### src/rtl/lfm_pkg.sv
package lfm_pkg;

    typedef enum logic [1:0] {
        MODE_STBY   = 2'b00,
        MODE_NORM   = 2'b01,
        MODE_LISTEN = 2'b10,
        MODE_SLEEP  = 2'b11
    } lfm_mode_e;

    // One bit per latched fault source
    typedef struct packed {
        logic txd_stuck;
        logic tx_rx_short;
        logic hot;
    } lfm_fault_t;

    localparam int NUM_LATCHED = $bits(lfm_fault_t);

    function automatic logic mode_active(lfm_mode_e m);
        return (m == MODE_NORM) || (m == MODE_LISTEN);
    endfunction

    function automatic logic any_fault(lfm_fault_t f);
        return |f;
    endfunction

endpackage

### src/rtl/lfm_run_timer.sv
module lfm_run_timer #(
    parameter int LEN = 8
) (
    input  logic clk,
    input  logic rst,
    input  logic run,
    output logic hit
);
    localparam int CW = (LEN > 1) ? $clog2(LEN) : 1;
    localparam logic [CW-1:0] LAST = CW'(LEN - 1);

    logic [CW-1:0] cnt;

    // Counts consecutive cycles of run, saturating at LEN-1
    always_ff @(posedge clk) begin
        if (rst || !run) begin
            cnt <= '0;
        end else if (cnt != LAST) begin
            cnt <= cnt + 1'b1;
        end
    end

    assign hit = run && (cnt == LAST);


    hit_hold_chk: assert property (@(posedge clk) disable iff (rst)
        (run && hit) ##1 run |-> hit);


    restart_chk: assert property (@(posedge clk) disable iff (rst)
        !run |=> !(run && hit) || (LEN == 1));

endmodule

### src/rtl/lfm_fault_latch.sv
module lfm_fault_latch
    import lfm_pkg::*;
(
    input  logic       clk,
    input  logic       rst,
    input  lfm_fault_t set,
    input  logic       clr,
    output lfm_fault_t lat
);
    always_ff @(posedge clk) begin
        if (rst) begin
            lat <= '0;
        end else begin
            lat <= (clr ? lfm_fault_t'('0) : lat) | set;
        end
    end


    hold_chk: assert property (@(posedge clk) disable iff (rst)
        !clr |=> ((lat & $past(lat)) == $past(lat)));

endmodule

### src/rtl/local_fail_mon.sv
module local_fail_mon
    import lfm_pkg::*;
#(
    parameter int TXD_TO   = 64,
    parameter int SHORT_TO = 16,
    parameter int BUS_TO   = 128
) (
    input  logic       clk,
    input  logic       rst,
    input  logic [1:0] mode,
    input  logic       txd,
    input  logic       rxd,
    input  logic       bus_dom,
    input  logic       over_temp,
    output logic       lf_flag,
    output logic       tx_en
);
    lfm_mode_e  mode_e;
    logic       active;
    logic       txd_run, short_run, bus_run;
    logic       txd_hit, short_hit, bus_hit;
    logic       bus_live;
    logic       was_norm;
    logic       enter_norm, rx_tx_event, resolved, clr;
    lfm_fault_t set_v, lat;

    assign mode_e = lfm_mode_e'(mode);
    assign active = mode_active(mode_e);

    // Detection conditions, qualified by mode
    assign txd_run   = active && !txd;
    assign short_run = active && txd && !rxd && !bus_dom;
    assign bus_run   = active && bus_dom;

    lfm_run_timer #(.LEN(TXD_TO))   u_txd_tmr   (.clk(clk), .rst(rst), .run(txd_run),   .hit(txd_hit));
    lfm_run_timer #(.LEN(SHORT_TO)) u_short_tmr (.clk(clk), .rst(rst), .run(short_run), .hit(short_hit));
    lfm_run_timer #(.LEN(BUS_TO))   u_bus_tmr   (.clk(clk), .rst(rst), .run(bus_run),   .hit(bus_hit));

    always_comb begin
        set_v             = '0;
        set_v.txd_stuck   = txd_hit;
        set_v.tx_rx_short = short_hit;
        set_v.hot         = active && over_temp;
    end

    always_ff @(posedge clk) begin
        if (rst) begin
            bus_live <= 1'b0;
            was_norm <= 1'b0;
        end else begin
            bus_live <= bus_hit;
            was_norm <= (mode_e == MODE_NORM);
        end
    end

    // Clear events and the condition that every cause has gone away
    assign enter_norm  = (mode_e == MODE_NORM) && !was_norm;
    assign rx_tx_event = active && !rxd && txd;
    assign resolved    = !over_temp && txd && !(!rxd && !bus_dom) && !bus_live;
    assign clr         = (enter_norm || rx_tx_event) && resolved;

    lfm_fault_latch u_latch (.clk(clk), .rst(rst), .set(set_v), .clr(clr), .lat(lat));

    assign lf_flag = any_fault(lat) || bus_live;
    assign tx_en   = (mode_e == MODE_NORM) && !any_fault(lat);


    bus_release_chk: assert property (@(posedge clk) disable iff (rst)
        !bus_dom |=> !bus_live);


    hot_set_chk: assert property (@(posedge clk) disable iff (rst)
        (active && over_temp) |=> (lf_flag && !tx_en));


    hot_keep_chk: assert property (@(posedge clk) disable iff (rst)
        (lat.hot && over_temp) |=> lat.hot);


    idle_freeze_chk: assert property (@(posedge clk) disable iff (rst)
        !active |=> (lat == $past(lat)));

endmodule

### config.mk
export PLATFORM = sky130hd
export DESIGN_NAME = local_fail_mon
export DESIGN_NICKNAME = d
export VERILOG_FILES = /design/src/rtl/lfm_pkg.sv /design/src/rtl/lfm_run_timer.sv /design/src/rtl/lfm_fault_latch.sv /design/src/rtl/local_fail_mon.sv
export SDC_FILE = /design/constraint.sdc
export NUM_CORES = 1
export LEC_CHECK = 0
export ABC_CLOCK_PERIOD_IN_PS = 1320
export BUFFER_PORTS_ARGS = -buffer_cell sky130_fd_sc_hd__buf_2
export CORE_MARGIN = 1.5
export CORE_UTILIZATION = 49
export CTS_CLUSTER_DIAMETER = 30
export DETAILED_ROUTE_END_ITERATION = 10
export PLACE_DENSITY = 0.7
export SKIP_LAST_GASP = 1
export SYNTH_ARGS = -nofsm -noshare
export SYNTH_HDL_FRONTEND = slang
export SYNTH_HIERARCHICAL = 1
export SYNTH_SLANG_ARGS = --single-unit
### constraint.sdc
create_clock -name clk -period 1.32 [get_ports clk]
set_input_delay 0 -clock clk [delete_from_list [all_inputs] [get_ports clk]]
set_output_delay 0 -clock clk [all_outputs]
set_load 0.01 [all_outputs]
======== Word-level counts from Yosys, hierarchy flattened ========
Cells that the tools add are included.
storage, ports and cells
  register bits ........................... 22
  input bits .............................. 8
  logic and storage cells ................. 57
cells by class
  add/sub/neg operators ................... 3
  equality and inequality tests ........... 8
  mux-type cells .......................... 1
  bitwise gates (word level) .............. 1
  reduce and logical (&&, ||, !) cells .... 36
operator list
  kind                                                                   number
  1-bit logical AND                                                      18
  1-bit logical NOT                                                      11
  7-bit by 1-bit adder with 7-bit output, second input constant          1
  7-bit equality test, second input constant                             1
  7-bit inequality test, second input constant                           1
  6-bit by 1-bit adder with 6-bit output, second input constant          1
  6-bit equality test, second input constant                             1
  1-bit logical OR                                                       6
  6-bit inequality test, second input constant                           1
  4-bit by 1-bit adder with 4-bit output, second input constant          1
  4-bit equality test, second input constant                             1
  4-bit inequality test, second input constant                           1
  3-bit two-way mux                                                      1
  3-bit OR                                                               1
  3-bit OR reduction                                                     1
  2-bit by 1-bit equality test with 1-bit output, second input constant  1
  2-bit equality test, second input constant                             1

======== Logic depth before layout (Yosys ltp) ========
Gate-level depths: netlist (run 1).
  depth in word-level cells ............... 8
  gate-level depth with buffers ........... 6
  depth with buffers taken out ............ 6

======== Cells and area by module ========
Netlist (run 1), hierarchy kept.
modules (own cells, without submodules)
  module                        instances  cells an instance  area an instance (µm²)
  lfm_run_timer at u_bus_tmr    1          35                 337.8
  lfm_run_timer at u_txd_tmr    1          30                 280.3
  lfm_run_timer at u_short_tmr  1          20                 205.2
  local_fail_mon                1          16                 142.6
  lfm_fault_latch               1          12                 105.1

======== Worst setup path before layout (run 1) ========
No wires, ideal clock.
  kind .................................... reg2reg
  start point ............................. register u_bus_tmr.cnt[0]
  end point ............................... register bus_live
  setup time .............................. 0.065 ns
  arrival time ............................ 1.188 ns
  required time ........................... 1.255 ns
  setup slack ............................. 0.067 ns
  stages on the path, launching flop included .. 7
  buffers on the path ..................... 1
  period minus slack after synthesis ...... 1.253 ns
  cell sequence ........................... dfxtp_1 > ha_1 > nand3_2 > or2_1 > buf_6 > nor2_1 > nor2b_1
on the way
  word-level cells in the longest chain between the ends .. 2
RTL lines
  what                    line                  text
  start, declared         lfm_run_timer.sv:12   logic [CW-1:0] cnt;
  start signal, assigned  lfm_run_timer.sv:19   cnt <= cnt + 1'b1;
  7-bit equality test     lfm_run_timer.sv:23   assign hit = run && (cnt == LAST);
  1-bit logical AND       lfm_run_timer.sv:23
  via bus_hit             local_fail_mon.sv:21  logic txd_hit, short_hit, bus_hit;
  end signal, assigned    local_fail_mon.sv:51  bus_live <= bus_hit;
  end, declared           local_fail_mon.sv:22  logic bus_live;
The timed path passes the listed nets, and every way through them passes these cells.
A chain may end at the register's enable or synchronous reset.

======== Worst setup path in the final report (run 1) ========
  start point ............................. register bus_live
  end point ............................... output port lf_flag
on the way
  word-level cells in the longest chain between the ends .. 1
RTL lines
  what              line                  text
  1-bit logical OR  local_fail_mon.sv:64  assign lf_flag = any_fault(lat) || bus_live;
  end, declared     local_fail_mon.sv:15  output logic lf_flag,
Every way passes these cells.

==> results of run 1 <==
registers in the layout, summed over array words and instances (netlist names):
register and cells:
u_bus_tmr/cnt 7, u_txd_tmr/cnt 6, u_latch/lat 3, u_short_tmr/cnt 4, was_norm 1, bus_live 1
metal layers:
| metal | global-route usage, % | routed length (um) | vias to the layer above |
|---|---|---|---|
| met1 | 24.28 | 1004 | 389 |
| met2 | 27.56 | 829 | 9 |
| met5 | 0 | 0 | - |
| li1 | - | - | 463 |
| met3 | 1.818 | 47 | 2 |
| met4 | 6.019 | 14 | 0 |
synth_stat cells (2+ instances only):
cell / n / share of area (%)
a21oi_1: 8 / 3.7
nand2b_1: 6 / 3.5
a31oi_1: 6 / 3.5
nor2_1: 4 / 1.4
o21ai_0: 5 / 2.3
inv_1: 6 / 2.1
nor2b_1: 6 / 3.5
nand4_1: 2 / 1.2
ha_1: 4 / 4.7
a211oi_2: 3 / 3.5
nor3b_1: 4 / 2.8
nand2_1: 3 / 1.1
and3_2: 3 / 2.1
dfxtp_1: 22 / 41
nor4b_1: 2 / 1.6
nand3_2: 3 / 2.8
nor3_1: 4 / 1.9
nand3b_1: 2 / 1.4
area by class of cell:
| class | count | area share [%] |
|---|---|---|
| Sequential cell | 22 | 35.48 |
| Timing Repair Buffer | 18 | 9.246 |
| Clock buffer | 3 | 1.809 |
| Multi-Input combinational cell | 84 | 48.94 |
| Inverter | 6 | 1.809 |
| Tap cell | 27 | 2.714 |
how the worst min path moves through the flow:
stage | endpoint | slack (ps) | cells past startpoint
after floorplan | u_latch/lat[0] | 70 | 1
after global placement | u_latch/lat[2] | 290 | 2
after detailed placement | u_latch/lat[0] | 300 | 2
after CTS | u_latch/lat[0] | 40 | 4
after global routing | u_latch/lat[0] | 60 | 4
final | u_latch/lat[0] | 50 | 4
logic make-up after synthesis:
group | Yosys count | share of synthesized area (%)
AO/OA/AOI/OAI | 29 | 18.46
XOR/XNOR | 2 | 1.636
adder cells (fa/ha/maj) | 4 | 4.673
buffers and inverters | 7 | 3.154
flip-flops | 22 | 41.12
multiplexers | 1 | 0.9346
AND/OR/NAND/NOR | 48 | 30.02
placed cells by master, fill, tap and decap left out, drive strengths merged, types with 2 or more instances in the layout:
cell and count:
clkbuf 3, nor2 4, nand4 2, nand2 3, nor3b 4, inv 6
a211oi 4, o21ai 6, nor4b 2, a31oi 6, dfxtp 22, and4 2
nor2b 6, nor3 4, ha 4, nand3 4, nand2b 6, and3 4
nand3b 2, a21oi 8, buf 17
through the flow:
stage / power (mW) / hold slack [ps]
3_5_place_dp: 0.7802 / 297.5
5_1_grt: 1.112 / 55.97
6_report: 1.062 / 48.64
3_3_place_gp: 0.7785 / 294.4
4_1_cts: 1.074 / 36.01
2_1_floorplan: 0.7399 / 69.07
power by group:
part	internal, mW	total, mW	leakage [nW]	switching (mW)
sequential	0.672	0.678	0.178	0.00558
combinational	0.0466	0.0907	0.261	0.0441
clock	0.106	0.293	0.0138	0.187
worst min-delay path, cell delays in order:
cell	delay (ps)
buf_2	100
nor2b_1	120
inv_1	40
a21oi_1	50
timing repair:
item	in CTS	in global routing
resized for setup	0	5
endpoints found under the hold margin	5	0
hold buffers	1	0
setup endpoints to repair	0	9
==> flow_summary.json, run 1 <==
{
  "drv_slew": 0,
  "grt_pass1_vias": 827,
  "regArea_sq_um": 441.7,
  "yosysSeqAreaShare_pct": 41.12,
  "cts.path.max_buffers": 2,
  "hold_viol": 0,
  "io_pins": 10,
  "leakage_nw": 0.4536,
  "worst-path-stages": 2,
  "ir_drop_v": 0.0004884,
  "ys_ff_latch": 22,
  "finalNonFillerCells": 160,
  "synthFlopType": "dfxtp_1",
  "final_antenna_net_count": 0,
  "worst-path-max-fanout": 2,
  "startpoint_type": "flip-flop",
  "critical_path_buf_inv_count": 1,
  "area_delta_synth_final_pct": 16.24,
  "fin_tns_setup_ps": 0,
  "drive_gt1_share_pct": 29.32,
  "hold_class": "primary input to flip-flop",
  "timing.rr.end": "u_latch/lat[2]",
  "syn_area_sq_um": 1071,
  "max-slew-margin-rel_pct": 78.90,
  "cp.required_ps": 1320,
  "grt_setup_unrepaired": "yes",
  "dp_worst_setup_slack_ps": 21.45,
  "grt_pass1_wl_um": 3422,
  "insertedDiodeCount": 0,
  "gp_congestion": 0.7686,
  "antenna_found_initial": 0,
  "cts_tree": "built",
  "synthCells": 113,
  "core.rowCount": 16,
  "drt_iter0_markers": 20,
  "max_stage_delay_ps": 500,
  "nFillCells": 180,
  "layout.nets": 147,
  "post_dp_cell_area_sq_um": 1199,
  "cp-end-kind": "output port",
  "worstSetupStartpoint": "bus_live",
  "ys_types": 38,
  "fin_crit_sh_pct": 97.01,
  "dp_hpwl_um": 1425,
  "initial_core_util_pct": 53.50,
  "fp.dieW_um": 49.75,
  "critPathSlowestCell": "or4_1",
  "cts_inserted_buffers": 3,
  "crit_chain": "or4_1 -> buf_2",
  "path_class": "flip-flop to output port",
  "first_pass_iters": 4,
  "wl_per_cell_um": 11.84,
  "avgViaCountPerCell": 5.394,
  "globalRoute.totalOverflow": 0,
  "max_cap_viol_count": 0,
  "core_sq_um": 2002,
  "crit_family": "simple AND/OR/NAND/NOR gates",
  "post_cts_buffers": 0,
  "placedCellCount": 156,
  "outcome": "complete, no violations",
  "worstRegToRegCells": 5,
  "wl_um": 1895,
  "htree_levels": 1,
  "route.detailed.drc": 0,
  "fin_util_pct": 62.19,
  "syn_area_per_cell_sq_um": 9.478,
  "die_area_sq_um": 2475,
  "die_h_um": 49.75,
  "synth-edff-count": 0,
  "r2r_slack_ps": 70,
  "fin_area_sq_um": 1245,
  "fin_crit_ps": 1281,
  "fmax_ghz": 0.7809,
  "cts_sinks": 22,
  "min_from": "over_temp",
  "skew_ps": 4.485,
  "dr_total_vias": 863,
  "synth-async-reset-ratio_pct": 0,
  "clock_tree.root_cell": "clkbuf_4",
  "multi_input_area_sq_um": 609.3,
  "syn_nets": 125,
  "ys_warn_count": 6,
  "clk_latency_ps": 290,
  "arrival_ps": 1280,
  "rr_startpoint": "u_txd_tmr/cnt[1]",
  "port_buffers": 9,
  "postLayoutSetupSlackWorst_ps": 39.44,
  "clk_pin_slew_worst_paths_ps": 120,
  "power.density_nw_per_um2": 853.1,
  "grtUsageTotal_pct": 17.30,
  "worstMarginPinSlew_ps": 315.7,
  "grt_max_degree": 12,
  "setup_viol": 0,
  "setup.worst_path.end": "lf_flag"
}
Power figures use the tool's default switching activity.
==> run 2: changes to the inputs <==
CTS_BUF_LIST = sky130_fd_sc_hd__clkbuf_4   (was not set)
PLACE_DENSITY = 0.71   (was 0.7)
SYNTH_HIERARCHICAL = not set   (was 1)
==> flow_summary.json, run 2 <==
{
  "final_antenna_net_count": 0,
  "fp.dieW_um": 47.72,
  "wl_per_cell_um": 12.45,
  "synth_top_area_cell": "dfxtp_1",
  "power_mw": 1.272,
  "gp_congestion": 0.8302,
  "ys_top_cells_by_area": "dfxtp_1 45%, a31oi_1 5.1%, ha_1 5.1%, nand3_1 4.1%, nor3_1 4.1%",
  "timing.rr.end": "u_txd_tmr.cnt[5]",
  "leakage_nw": 0.4611,
  "worstHoldPathCells": 3,
  "antenna_found_initial": 0,
  "die_area_sq_um": 2277,
  "area_delta_synth_final_pct": 20.69,
  "drv_slew": 0,
  "synth-async-reset-ratio_pct": 0,
  "startpoint_type": "flip-flop",
  "clk_pin_slew_worst_paths_ps": 120,
  "grt_max_degree": 14,
  "yosys.area.top_type_share_pct": 44.96,
  "port_buffers": 9,
  "core_sq_um": 1802,
  "io_pins": 10,
  "synth_compound_area_share_pct": 17.88,
  "outcome": "complete, no violations",
  "busiest_layer": "met2",
  "min_from": "over_temp",
  "synth_top_family_by_area": "simple AND/OR/NAND/NOR gates",
  "path_class": "flip-flop to output port",
  "synthFlopType": "dfxtp_1",
  "fin_hold_ws_ps": 27.81,
  "core.rowCount": 15,
  "cts.path.max_buffers": 2,
  "synthCells": 106,
  "globalRouteMet1Util_pct": 23.06,
  "fin_crit_sh_pct": 97.62,
  "initial_core_util_pct": 54.38,
  "die_h_um": 47.72,
  "layout.nets": 139,
  "syn_nets": 118,
  "layout_commonest_cell": "dfxtp_1",
  "r2r_slack_ps": 40,
  "syn_area_sq_um": 979.7,
  "fmax_ghz": 0.7761,
  "post_dp_cell_area_sq_um": 1094,
  "reg_top3": "u_bus_tmr.cnt: 7 flops, u_txd_tmr.cnt: 6 flops, u_short_tmr.cnt: 4 flops",
  "wl_um": 1880,
  "grt_setup_unrepaired": "yes",
  "arrival_ps": 1290,
  "min_to": "u_latch.lat[0]",
  "worstMarginPinSlew_ps": 345.1,
  "first_pass_iters": 4,
  "hold_class": "primary input to flip-flop",
  "clk_latency_ps": 300,
  "layout_common_cells": "19 x dfxtp_1, 9 x buf_2",
  "fin_area_sq_um": 1182,
  "max-slew-margin-rel_pct": 76.95,
  "synth.most_common_cell": "dfxtp_1",
  "power.density_nw_per_um2": 1076,
  "synth-simple-area-share_pct": 27.71,
  "top_register": "u_bus_tmr.cnt",
  "grt_pass1_wl_um": 3056,
  "dr_total_vias": 852,
  "max_cap_viol_count": 0,
  "insertedDiodeCount": 0,
  "cts_tree": "built",
  "skew_ps": 4.199,
  "dp_hpwl_um": 1377,
  "cp.required_ps": 1320,
  "setup_viol": 0,
  "syn_area_per_cell_sq_um": 9.242,
  "cts_sinks": 22,
  "synth_xor_area_share_pct": 1.788,
  "gr-usage-met2_pct": 32.53,
  "muxShareOfSynthArea_pct": 1.022,
  "clock_tree.root_cell": "clkbuf_4",
  "rr_startpoint": "u_txd_tmr.cnt[0]",
  "synth-edff-count": 0,
  "avgViaCountPerCell": 5.642,
  "drt_iter0_markers": 13,
  "worstRegToRegCells": 3,
  "route.detailed.drc": 0,
  "cts_inserted_buffers": 3,
  "yosysSeqAreaShare_pct": 44.96,
  "largest_reg_flops": 7,
  "globalRoute.totalOverflow": 0,
  "worst-path-max-fanout": 2,
  "grtUsageTotal_pct": 19.38,
  "ys_types": 31,
  "synth_fa_ha_area_share_pct": 5.109,
  "ys_ff_latch": 22,
  "ys_warn_count": 0,
  "hold_viol": 0,
  "drive_gt1_share_pct": 22.22,
  "grt_pass1_vias": 773,
  "htree_levels": 1,
  "cp-end-kind": "output port",
  "ir_drop_v": 0.0006271,
  "fin_crit_ps": 1289,
  "gr-usage-met3_pct": 3.774
}
run 2: area by class of cell:
class	instances	area (sq um)
clock buffer	3	22.52
timing repair buffer	16	100.1
fill	146	619.3
clock inverter	1	30.03
inverter	4	15.01
tap	25	31.28
multi-input combinational	80	539.3
sequential	22	444.2
run 2: stage by stage:
step	setup TNS, ps	util [%]	setup slack [ps]	cells
after detailed placement	-317.8	60.69	-80.73	145
final	0	65.63	31.48	151
after CTS	-13.48	64.38	-13.48	150
after floorplan	0	-	9.450	106
after global routing	-31.44	65.63	-31.44	151
after global placement	-192.5	60.69	-65.06	145
run 2: cell families after synthesis:
group / Yosys count
and+or+nand+nor: 48
AOI/OAI and AO/OA: 25
DFF: 22
buffers and inverters: 4
adders and majority gates: 4
xor gates and xnor gates: 2
muxes: 1
run 2: what timing repair did:
action	CTS	global route
setup buffers	0	1
setup endpoints to repair	3	5
hold buffers	1	0
hold endpoints to repair	4	0
resized for setup	3	3
run 2: how the worst max path moves through the flow:
stage | from | slack, ps | cells past startpoint | endpoint
final | bus_live | 30 | 2 | lf_flag
after global routing | bus_live | -30 | 2 | lf_flag
after CTS | u_txd_tmr.cnt[0] | -10 | 3 | u_txd_tmr.cnt[5]
after detailed placement | mode[0] | -80 | 5 | u_latch.lat[2]
after global placement | mode[0] | -70 | 5 | u_latch.lat[1]
after floorplan | mode[1] | 9 | 5 | u_latch.lat[1]
run 2: where the power goes:
part	internal (mW)	switching, mW
Clock	0.307	0.198
Sequential	0.673	0.00785
Combinational	0.0425	0.0440
Total	1.02	0.250
run 2: critical path: stages, from the launching register on:
cell	delay [ps]
dfxtp_2	340
or4_1	500
buf_2	150
run 2: routing by layer:
layer	share of wire, %	vias up
li1	-	438
met4	1.2	0
met1	51	399
met3	2.7	2
met2	45	13
met5	0	-
